==> config.mk <==
export PLATFORM = sky130hd
export DESIGN_NAME = pcx_irq_unit
export DESIGN_NICKNAME = d
export VERILOG_FILES = /design/src/rtl/pcx_pkg.sv /design/src/rtl/pcx_sync_detect.sv /design/src/rtl/pcx_ext_sense.sv /design/src/rtl/pcx_flag_fsm.sv /design/src/rtl/pcx_irq_unit.sv
export SDC_FILE = /design/constraint.sdc
export NUM_CORES = 1
export LEC_CHECK = 0
export BUFFER_PORTS_ARGS = -buffer_cell sky130_fd_sc_hd__clkbuf_2
export CAP_MARGIN = 25
export CORE_UTILIZATION = 30
export CTS_CLUSTER_DIAMETER = 200
export CTS_CLUSTER_SIZE = 40
export DETAILED_ROUTE_END_ITERATION = 10
export GPL_ROUTABILITY_DRIVEN = 0
export GPL_TIMING_DRIVEN = 0
export PLACE_DENSITY = 0.51
export SETUP_SLACK_MARGIN = 0.5
export SLEW_MARGIN = 15
export SYNTH_ARGS = -nofsm -noshare
export SYNTH_HDL_FRONTEND = slang
export SYNTH_SLANG_ARGS = --single-unit
==> constraint.sdc <==
create_clock -name clk -period 1.1 [get_ports clk]
set_input_delay 0.22 -clock clk [delete_from_list [all_inputs] [get_ports clk]]
set_output_delay 0.22 -clock clk [all_outputs]
set_load 0.02 [all_outputs]
==> src/rtl/pcx_pkg.sv <==
package pcx_pkg;

    typedef enum logic {
        FLG_IDLE = 1'b0,
        FLG_PEND = 1'b1
    } flag_state_t;

    typedef enum logic [1:0] {
        SENSE_LOW  = 2'b00,
        SENSE_ANY  = 2'b01,
        SENSE_FALL = 2'b10,
        SENSE_RISE = 2'b11
    } sense_t;

    localparam logic [1:0] ADDR_FLAG = 2'd0;
    localparam logic [1:0] ADDR_MASK = 2'd1;
    localparam logic [1:0] ADDR_EN   = 2'd2;

    localparam int EXT_BIT  = 6;
    localparam int GRP1_BIT = 5;
    localparam int GRP0_BIT = 4;
    localparam int PCF_BIT  = 5;

    localparam logic [1:0] VEC_NONE = 2'd0;
    localparam logic [1:0] VEC_EXT  = 2'd1;
    localparam logic [1:0] VEC_PC   = 2'd2;

endpackage

==> src/rtl/pcx_sync_detect.sv <==
module pcx_sync_detect #(
    parameter int W = 8
) (
    input  logic         clk,
    input  logic         rst_n,
    input  logic [W-1:0] pin,
    output logic [W-1:0] level,
    output logic [W-1:0] prev
);
    logic [W-1:0] meta_q;

    always_ff @(posedge clk or negedge rst_n) begin
        if (!rst_n) begin
            meta_q <= '0;
            level  <= '0;
            prev   <= '0;
        end else begin
            meta_q <= pin;
            level  <= meta_q;
            prev   <= level;
        end
    end
endmodule

==> src/rtl/pcx_ext_sense.sv <==
module pcx_ext_sense
    import pcx_pkg::*;
(
    input  logic       clk,
    input  logic       rst_n,
    input  logic       pin,
    input  logic [1:0] mode,
    output logic       level,
    output logic       edge_evt
);
    logic prev;

    pcx_sync_detect #(.W(1)) u_sync (
        .clk   (clk),
        .rst_n (rst_n),
        .pin   (pin),
        .level (level),
        .prev  (prev)
    );

    always_comb begin
        unique case (sense_t'(mode))
            SENSE_LOW:  edge_evt = 1'b0;
            SENSE_ANY:  edge_evt = level ^ prev;
            SENSE_FALL: edge_evt = prev & ~level;
            SENSE_RISE: edge_evt = level & ~prev;
            default:    edge_evt = 1'b0;
        endcase
    end
endmodule

==> src/rtl/pcx_flag_fsm.sv <==
module pcx_flag_fsm
    import pcx_pkg::*;
(
    input  logic clk,
    input  logic rst_n,
    input  logic set_evt,
    input  logic clr,
    input  logic force_clr,
    output logic flag
);
    flag_state_t state_q, state_d;

    always_ff @(posedge clk or negedge rst_n) begin
        if (!rst_n) state_q <= FLG_IDLE;
        else        state_q <= state_d;
    end

    always_comb begin
        state_d = state_q;
        unique case (state_q)
            FLG_IDLE: if (set_evt && !force_clr) state_d = FLG_PEND;
            FLG_PEND: if (force_clr || (clr && !set_evt)) state_d = FLG_IDLE;
            default:  state_d = FLG_IDLE;
        endcase
    end

    assign flag = (state_q == FLG_PEND);


    event_wins_chk: assert property (@(posedge clk) disable iff (!rst_n)
        (set_evt && !force_clr) |=> flag);


    clear_takes_chk: assert property (@(posedge clk) disable iff (!rst_n)
        ((clr || force_clr) && !set_evt) |=> !flag);
endmodule

==> src/rtl/pcx_irq_unit.sv <==
module pcx_irq_unit
    import pcx_pkg::*;
#(
    parameter int          PORT_W     = 8,
    parameter logic [7:0]  GRP1_A     = 8'hC8,
    parameter logic [7:0]  GRP1_B     = 8'hF0,
    parameter logic [7:0]  GRP0_A     = 8'h00,
    parameter logic [7:0]  GRP0_B     = 8'h0F,
    parameter logic [7:0]  MASK_RW    = 8'h66,
    parameter logic [7:0]  EN_RW      = 8'h70
) (
    input  logic              clk,
    input  logic              rst_n,
    input  logic [PORT_W-1:0] port_a,
    input  logic [PORT_W-1:0] port_b,
    input  logic [PORT_W-1:0] alt_fn_a,
    input  logic [PORT_W-1:0] alt_fn_b,
    input  logic              ext_pin,
    input  logic [1:0]        sense_mode,
    input  logic              gie,
    input  logic              ack_valid,
    input  logic [1:0]        ack_vec,
    input  logic [1:0]        reg_addr,
    input  logic              reg_wr,
    input  logic [7:0]        reg_wdata,
    output logic [7:0]        reg_rdata,
    output logic              irq_req,
    output logic [1:0]        irq_vector
);
    localparam int PW = PORT_W;

    logic [PW-1:0] a_lvl, a_prev, b_lvl, b_prev;
    logic [PW-1:0] a_hit, b_hit;
    logic [7:0]    mask_q, en_q;
    logic          ext_lvl, ext_evt, ext_flag, pc_flag;
    logic          grp1_evt, grp0_evt, pc_evt;
    logic          level_mode, ext_req, pc_req;
    logic          flag_wr;

    pcx_sync_detect #(.W(PW)) u_sync_a (
        .clk (clk), .rst_n (rst_n), .pin (port_a), .level (a_lvl), .prev (a_prev)
    );
    pcx_sync_detect #(.W(PW)) u_sync_b (
        .clk (clk), .rst_n (rst_n), .pin (port_b), .level (b_lvl), .prev (b_prev)
    );

    assign a_hit = (a_lvl ^ a_prev) & ~alt_fn_a;
    assign b_hit = (b_lvl ^ b_prev) & ~alt_fn_b;

    assign grp1_evt = en_q[GRP1_BIT] &
                      (|(a_hit & GRP1_A[PW-1:0]) | |(b_hit & GRP1_B[PW-1:0]));
    assign grp0_evt = en_q[GRP0_BIT] &
                      (|(a_hit & GRP0_A[PW-1:0]) | |(b_hit & GRP0_B[PW-1:0]));
    assign pc_evt   = grp1_evt | grp0_evt;

    pcx_ext_sense u_ext (
        .clk      (clk),
        .rst_n    (rst_n),
        .pin      (ext_pin),
        .mode     (sense_mode),
        .level    (ext_lvl),
        .edge_evt (ext_evt)
    );

    assign level_mode = (sense_t'(sense_mode) == SENSE_LOW);
    assign flag_wr    = reg_wr && (reg_addr == ADDR_FLAG);

    pcx_flag_fsm u_pc_flag (
        .clk       (clk),
        .rst_n     (rst_n),
        .set_evt   (pc_evt),
        .clr       ((flag_wr && reg_wdata[PCF_BIT]) || (ack_valid && ack_vec == VEC_PC)),
        .force_clr (1'b0),
        .flag      (pc_flag)
    );

    pcx_flag_fsm u_ext_flag (
        .clk       (clk),
        .rst_n     (rst_n),
        .set_evt   (ext_evt),
        .clr       ((flag_wr && reg_wdata[EXT_BIT]) || (ack_valid && ack_vec == VEC_EXT)),
        .force_clr (level_mode),
        .flag      (ext_flag)
    );

    always_ff @(posedge clk or negedge rst_n) begin
        if (!rst_n) begin
            mask_q <= '0;
            en_q   <= '0;
        end else if (reg_wr) begin
            if (reg_addr == ADDR_MASK) mask_q <= reg_wdata & MASK_RW;
            if (reg_addr == ADDR_EN)   en_q   <= reg_wdata & EN_RW;
        end
    end

    always_comb begin
        reg_rdata = '0;
        unique case (reg_addr)
            ADDR_FLAG: begin
                reg_rdata[EXT_BIT] = ext_flag & ~level_mode;
                reg_rdata[PCF_BIT] = pc_flag;
            end
            ADDR_MASK: reg_rdata = mask_q;
            ADDR_EN:   reg_rdata = en_q;
            default:   reg_rdata = '0;
        endcase
    end

    assign ext_req = gie & en_q[EXT_BIT] & (level_mode ? ~ext_lvl : ext_flag);
    assign pc_req  = gie & (en_q[GRP1_BIT] | en_q[GRP0_BIT]) & pc_flag;

    always_comb begin
        irq_vector = VEC_NONE;
        if (ext_req)     irq_vector = VEC_EXT;
        else if (pc_req) irq_vector = VEC_PC;
    end
    assign irq_req = ext_req | pc_req;


    irq_needs_gie_chk: assert property (@(posedge clk) disable iff (!rst_n)
        irq_req |-> gie);


    vec_matches_req_chk: assert property (@(posedge clk) disable iff (!rst_n)
        irq_req == (irq_vector != VEC_NONE));


    level_flag_hidden_chk: assert property (@(posedge clk) disable iff (!rst_n)
        level_mode |=> (!level_mode || !ext_flag));


    blocked_pin_chk: assert property (@(posedge clk) disable iff (!rst_n)
        ((a_hit == '0) && (b_hit == '0) && !pc_flag) |=> !pc_flag);
endmodule

==> results of run 1 <==
==> layer usage <==
layer | vias up | global-route usage
met3 | 4 | 0.0386
met5 | - | 0
met1 | 517 | 0.120
li1 | 518 | -
met2 | 35 | 0.194
met4 | 0 | 0.0346
==> sequential cells by signal (all words and copies together) (netlist names), 3 cells and up <==
name             count
u_sync_b.level       8
u_sync_b.meta_q      8
u_sync_b.prev        8
mask_q               4
en_q                 3
u_sync_a.level       3
u_sync_a.meta_q      3
u_sync_a.prev        3
==> placed cells by master, fill, tap and decap left out, types with 2 or more instances in the layout <==
master     n
dfrtp_1   45
clkbuf_2  35
xnor2_1   10
buf_4      9
clkbuf_8   8
mux2_4     7
o22ai_1    6
buf_8      5
buf_6      5
nand3_1    4
inv_1      3
nand2_1    3
ha_1       3
ha_4       3
conb_1     3
and2_4     2
o211ai_1   2
nor2_1     2
nand2_4    2
clkinv_2   2
==> layout make-up <==
class                   instances  area, µm²  share of cell area
inverters                       5       47.5              0.0197
clock inverters                 3       17.5             0.00727
well taps                      70       87.6              0.0364
flip-flops and latches         45       1130               0.468
clock buffers                   5       68.8              0.0286
repair buffers                 55        418               0.174
multi-input cells              63        613               0.255
plain buffers                   4       30.0              0.0125
==> where the power goes <==
| part | switching, mW | leakage, nW | internal, mW | total, mW |
|---|---|---|---|---|
| clock network | 0.524 | 0.0439 | 0.438 | 0.962 |
| registers | 0.0811 | 0.524 | 1.78 | 1.86 |
| logic | 0.289 | 0.569 | 0.401 | 0.690 |
==> per-stage QoR <==
step | util | hold slack (ns) | cell area, µm²
global placement | 0.408 | 0.328 | 2110
global route | 0.466 | -0.0155 | 2410
detailed placement | 0.408 | 0.330 | 2110
floorplan | - | -0.0756 | 1790
CTS | 0.456 | -0.0276 | 2360
finish | 0.466 | -0.0504 | 2410
==> path summary, 6_finish.rpt <==
check	from	endpoint	slack (ns)	cells past startpoint
setup / recovery	u_ext.u_sync.level	irq_vector[0]	-0.51	5
hold reg to reg	u_sync_b.meta_q[0]	u_sync_b.level[0]	0.35	0
setup reg to reg	u_ext.u_sync.level	u_ext_flag.flag	-0.22	6
hold / removal	rst_n	u_sync_a.meta_q[7]	-0.05	1
max in group asynchronous	rst_n	u_sync_b.level[1]	0.74	1
min in group clk	port_a[3]	u_sync_a.meta_q[3]	0.03	1
==> what timing repair did <==
action,4_1_cts,5_1_grt
pin swaps,10,6
resized for setup,23,11
setup buffers,6,3
endpoints found under the hold margin,45,25
endpoints found under the setup margin,62,18
==> cell families (layout without fill, tap and decap cells) <==
family / Yosys count / in the layout
mux: 7 / 7
xor+xnor: 11 / 11
compound gates: 20 / 20
simple gates: 16 / 16
buf+inv: 9 / 72
fa+ha+maj: 6 / 6
flops: 45 / 45
other cells: 1 / 3
==> results.md, run 1 <==
* Mapped Area at ~0.0016 mm²
* Vias at approximately 1100
* Post-Synth Adder-Cell Area at 0.0458
* Layout Area Growth over Synthesis at 46.8%
* Synth top area share at 0.686
* Die Wd at around 76 µm
* Mapped Cells at 115
* M1 WL at roughly 1300 µm
* # rows at 26
* Top_reg_cell synth: dfrtp_1
* Cell taking the most area after synthesis: dfrtp_1
* 1st-pass router iterations at 4
* RSZ-0062 raised after global routing: true
* Slowest stage delay, CP at about 0.4 ns
* CTS H-tree depth at 2
* I/O pin total at 63
* Post-synth ARST share at 1.00
* # DRC at 0
* CTS buffer count at 5
* Violated checks: negative hold slack, negative setup slack
* Longest Clk Path Bufs at 2
* Part of the Yosys area used for sequential elements at 0.686
* Crit-path cells: o31ai_2, nand2_1, nor2_1, buf_4, buf_8
* Crit Path Max Fanout at 2
* GRT Util Overall at 0.108
* Core area at roughly 0.0052 mm²
* Vias in the first global route at 1118
* Final hold slack at -0.0504 ns
* CP required at around 0.88 ns
* 1st-iter DRT viols at 33
* Fmax at between 600 and 700 MHz
* Max Used Layer: met4
* Share of cells above drive strength 1 at 0.517
* Cell family with most CP delay: flip-flops
* Distinct cell type count after synthesis at 24
* Leakage at roughly 1.1 nW
* Wirelength per Cell at between 10 and 15 µm
* Antenna Cells at 0
* Max-slew violation count at 0
* Non-Filler Instances at 250
* Fillers at just under 500
* Buffers and inverters on the worst path at 2
* Worst slew margin at 0.603
* Overall power consumption at 3.51 mW
* Setup CP Type: reg -> out
* Status: complete, but fails checks
* GR Overflow Total at 0
* Final wirelength at approximately 3000 µm
* Final Skew at 0.00902 ns
* Final setup TNS at -2.68 ns
* Most frequent cell after synthesis: dfrtp_1
* Clk Tree Root Cell: clkbuf_8
* Synth Area per Inst at 14.3 µm²
* Hold WC Path Type: in -> async
* PwrDens at roughly 1500 mW/mm²
* Setup crit end kind: output port
* Area fraction in and, or, nand and nor cells after synthesis at 0.0465
* Top post-synthesis cells by area: dfrtp_1 69%, xnor2_1 5.9%, mux2_2 4.8%
* Initial Utilization at 0.317
* Worst-Margin Slew at a little under 0.6 ns
* Die Y at about 76 µm
* Largest family of logic cells by synthesized area: compound AO/OA/AOI/OAI gates
* Dpl cells at 233
* WL met3 at between 150 and 200 µm
* Ys Warns at 0
* Post-synth EDFFs at 0
* Post-synthesis compound-gate area fraction at 0.0824
* Xor/xnor share of the synthesized area at 0.0587
* IO Port Bufs at between 40 and 50
* Synth top cells by count: 45 x dfrtp_1, 11 x xnor2_1, 7 x mux2_2
* Layout Nets at 237
* Clock Sinks at 45
* Max-cap violation count at 0
* Crit path DAT at around 1.4 ns
* Met2 WL at approximately 1500 µm
* Latest clock arrival within the worst-skew pair at 0.29 ns
* Fin crit share at 1.47
* Yosys reg bits at 45
* Reg clk slew, reported paths at 0.08 ns
* Die ar. at roughly 0.0058 mm²
* CTS tree: done
* Post-DRT Antenna Nets at 0
* Final Hold Viols at between 40 and 50
* Mux cell area share after synthesis at 0.0481
* DPL Wire Length at ~2200 µm
* Final WS setup at -0.515 ns
* Crit-path slowest cell: dfrtp_1
* Place WS at -0.425 ns
* Count of endpoints failing setup in the final report at 10
* Largest net degree at the start of global routing at 46
* Startpoint Class: flop
* Vias per cell at about 4.3
* Worst IR Drop VDD at 0.965 mV
* First-pass GRT wire length at just under 5000 µm
* Final min period at between 1.5 and 2 ns
* Initial antenna violation count at 0
No activity file was read; power rests on OpenSTA's default activity.
==> run 2, diff against run 1 <==
- PLACE_DENSITY: 0.51 -> 0.54
- SYNTH_HIERARCHICAL: default -> 1
==> results.md, run 2 <==
* Startpoint Class: flop
* Final hold slack at -0.163 ns
* Net Sw Power at 0.900 mW
* Finished Core Util at 0.486
* Worst IR Drop VDD at around 1.1 mV
* Crit path DAT at approximately 1.3 ns
* Critical Path Sink: reg_rdata[5]
* IO Port Bufs at 46
* Share of cells above drive strength 1 at 0.534
* R2R setup slack at -0.24 ns
* Final Skew at between 0.004 and 0.005 ns
* Layout Nets at 251
* GRT Util Overall at 0.117
* 1st-iter DRT viols at 31
* Leakage at approximately 1.2 nW
* Initial Utilization at 0.320
* R2R Path End: u_pc_flag/flag
* Vias at around 1100
* Share of total power in sequential cells at 0.490
* Most common cell after layout, fill and taps aside: dfrtp_1
* Post-DRT Antenna Nets at 0
* Vias per cell at 4.27
* CP required at about 0.9 ns
* PwrDens at between 1000 and 1500 mW/mm²
* Fin crit share at 1.42
* Latest clock arrival within the worst-skew pair at slightly below 0.3 ns
* Vias in the first global route at ~1200
* Layout Area Growth over Synthesis at 51.8%
* Antenna Cells at 0
* Switching Fraction at 0.236
* Clock Sinks at 45
* Final Hold Viols at 14
* CTS tree: done
* DPL Wire Length at roughly 2300 µm
* Comb power frac at 0.202
* Fmax at approximately 640 MHz
* Internal power at 2.91 mW
* Initial antenna violation count at 0
* Ys Warns at 6
* R2R depth at 6
* 1st-pass router iterations at 4
* Clock power share at 0.308
* Longest Clk Path Bufs at 2
* Core area at 0.00524 mm²
* GR Overflow Total at 0
* Final wirelength at 3140 µm
* Max-slew violation count at 0
* Setup CP Type: reg -> out
* RR Startpoint: u_sync_a/level[3]
* Violated checks: negative hold slack, negative setup slack
* Hold WC Path Type: in -> async
* Die Wd at around 77 µm
* Mapped Cells at 122
* Clk Tree Root Cell: clkbuf_8
* Crit path launch: en_q[5]
* # rows at 26
* Reg clk slew, reported paths at roughly 0.08 ns
* Crit Path Max Fanout at 3
* Max-cap violation count at 0
* Die Y at 76.7 µm
* Count of endpoints failing setup in the final report at 11
* RSZ-0062 raised after global routing: true
* CTS H-tree depth at 2
* Wirelength per Cell at 11.9 µm
* Commonest non-fill, non-tap cells in the layout: 45 x dfrtp_1, 36 x clkbuf_2, 11 x buf_4, 10 x xnor2_1, 9 x clkbuf_8
* Synth Area per Inst at between 10 and 15 µm²
* First-pass GRT wire length at 5420 µm
* # DRC at 0
* Final WS setup at -0.459 ns
* Die ar. at around 0.0059 mm²
* CTS buffer count at 5
* Regs by FF count: u_sync_b/level: 8 flops, u_sync_b/meta_q: 8 flops, u_sync_b/prev: 8 flops
* Status: complete, but fails checks
* Largest net degree at the start of global routing at 32
* Final min period at approximately 1.6 ns
* I/O pin total at 63
* Setup crit end kind: output port
* Mapped Area at around 0.0017 mm²
[run 2: cell types whose count changed in the layout (fill, tap and decap cells not counted), sizes merged, moves of 2 or more]
cell    previous run  this run
buf               19        24
nand2b             0         3
nor2               3         6
inv                5         7
nand2              5         7
nand3              4         2
[run 2: power by group through the flow]
| stage | Combinational, mW | Clock [mW] | Sequential, mW |
|---|---|---|---|
| 6_report | 0.768 | 1.17 | 1.87 |
| 2_1_floorplan | 0.337 | 0 | 1.87 |
| 3_5_place_dp | 0.525 | 0 | 1.90 |
| 3_3_place_gp | 0.505 | 0 | 1.89 |
| 5_1_grt | 0.838 | 1.29 | 1.88 |
| 4_1_cts | 0.672 | 1.21 | 1.86 |
[run 2: worst min path at each step]
stage	cells after the start	end	from	slack [ns]
floorplan	0	en_q[4]	rst_n	-0.08
global placement	1	u_sync_b/meta_q[5]	port_b[5]	0.33
detailed placement	1	u_sync_b/meta_q[5]	rst_n	0.17
CTS	1	u_sync_b/prev[5]	rst_n	-0.16
global route	1	u_sync_b/prev[5]	rst_n	-0.14
finish	1	u_sync_b/meta_q[5]	rst_n	-0.16
[run 2: cell type report]
cell class	count	area [µm²]
Buffer	4	30.0
Clock buffer	5	68.8
Clock inverter	2	35.0
Fill cell	481	2690
Inverter	7	51.3
Multi-Input combinational cell	69	662
Sequential cell	45	1130
Tap cell	70	87.6
Timing Repair Buffer	61	483
[run 2: worst max-delay path, stage by stage, from the launching register on]
cell and delay [ns]:
dfrtp_1 0.41, a222oi_1 0.40, nor2_2 0.08, clkbuf_8 0.16
[run 2: routing by layer]
layer,global-route usage,up-vias,wire length (µm)
li1,-,540,-
met1,0.137,539,1350
met2,0.204,39,1590
met3,0.0321,5,159
met4,0.0404,0,39
met5,0,-,0
[run 2: metrics by stage]
step / setup WS, ns / instance area (µm²) / setup TNS, ns / cells / power, mW
6_report: -0.459 / 2540 / -2.96 / 263 / 3.81
2_1_floorplan: -0.0885 / 1830 / -0.287 / 125 / 2.21
5_1_grt: -0.572 / 2540 / -3.76 / 263 / 4.01
4_1_cts: -0.460 / 2440 / -2.86 / 256 / 3.75
3_3_place_gp: -0.415 / 2150 / -3.73 / 241 / 2.39
3_5_place_dp: -0.458 / 2170 / -2.95 / 242 / 2.42
[run 2: repair_timing]
item / in CTS / in global routing
pin swaps: 9 / 11
gates resized for setup: 24 / 14
endpoints found under the setup margin: 17 / 18
endpoints found under the hold margin: 14 / 14
buffers inserted: 7 / 7
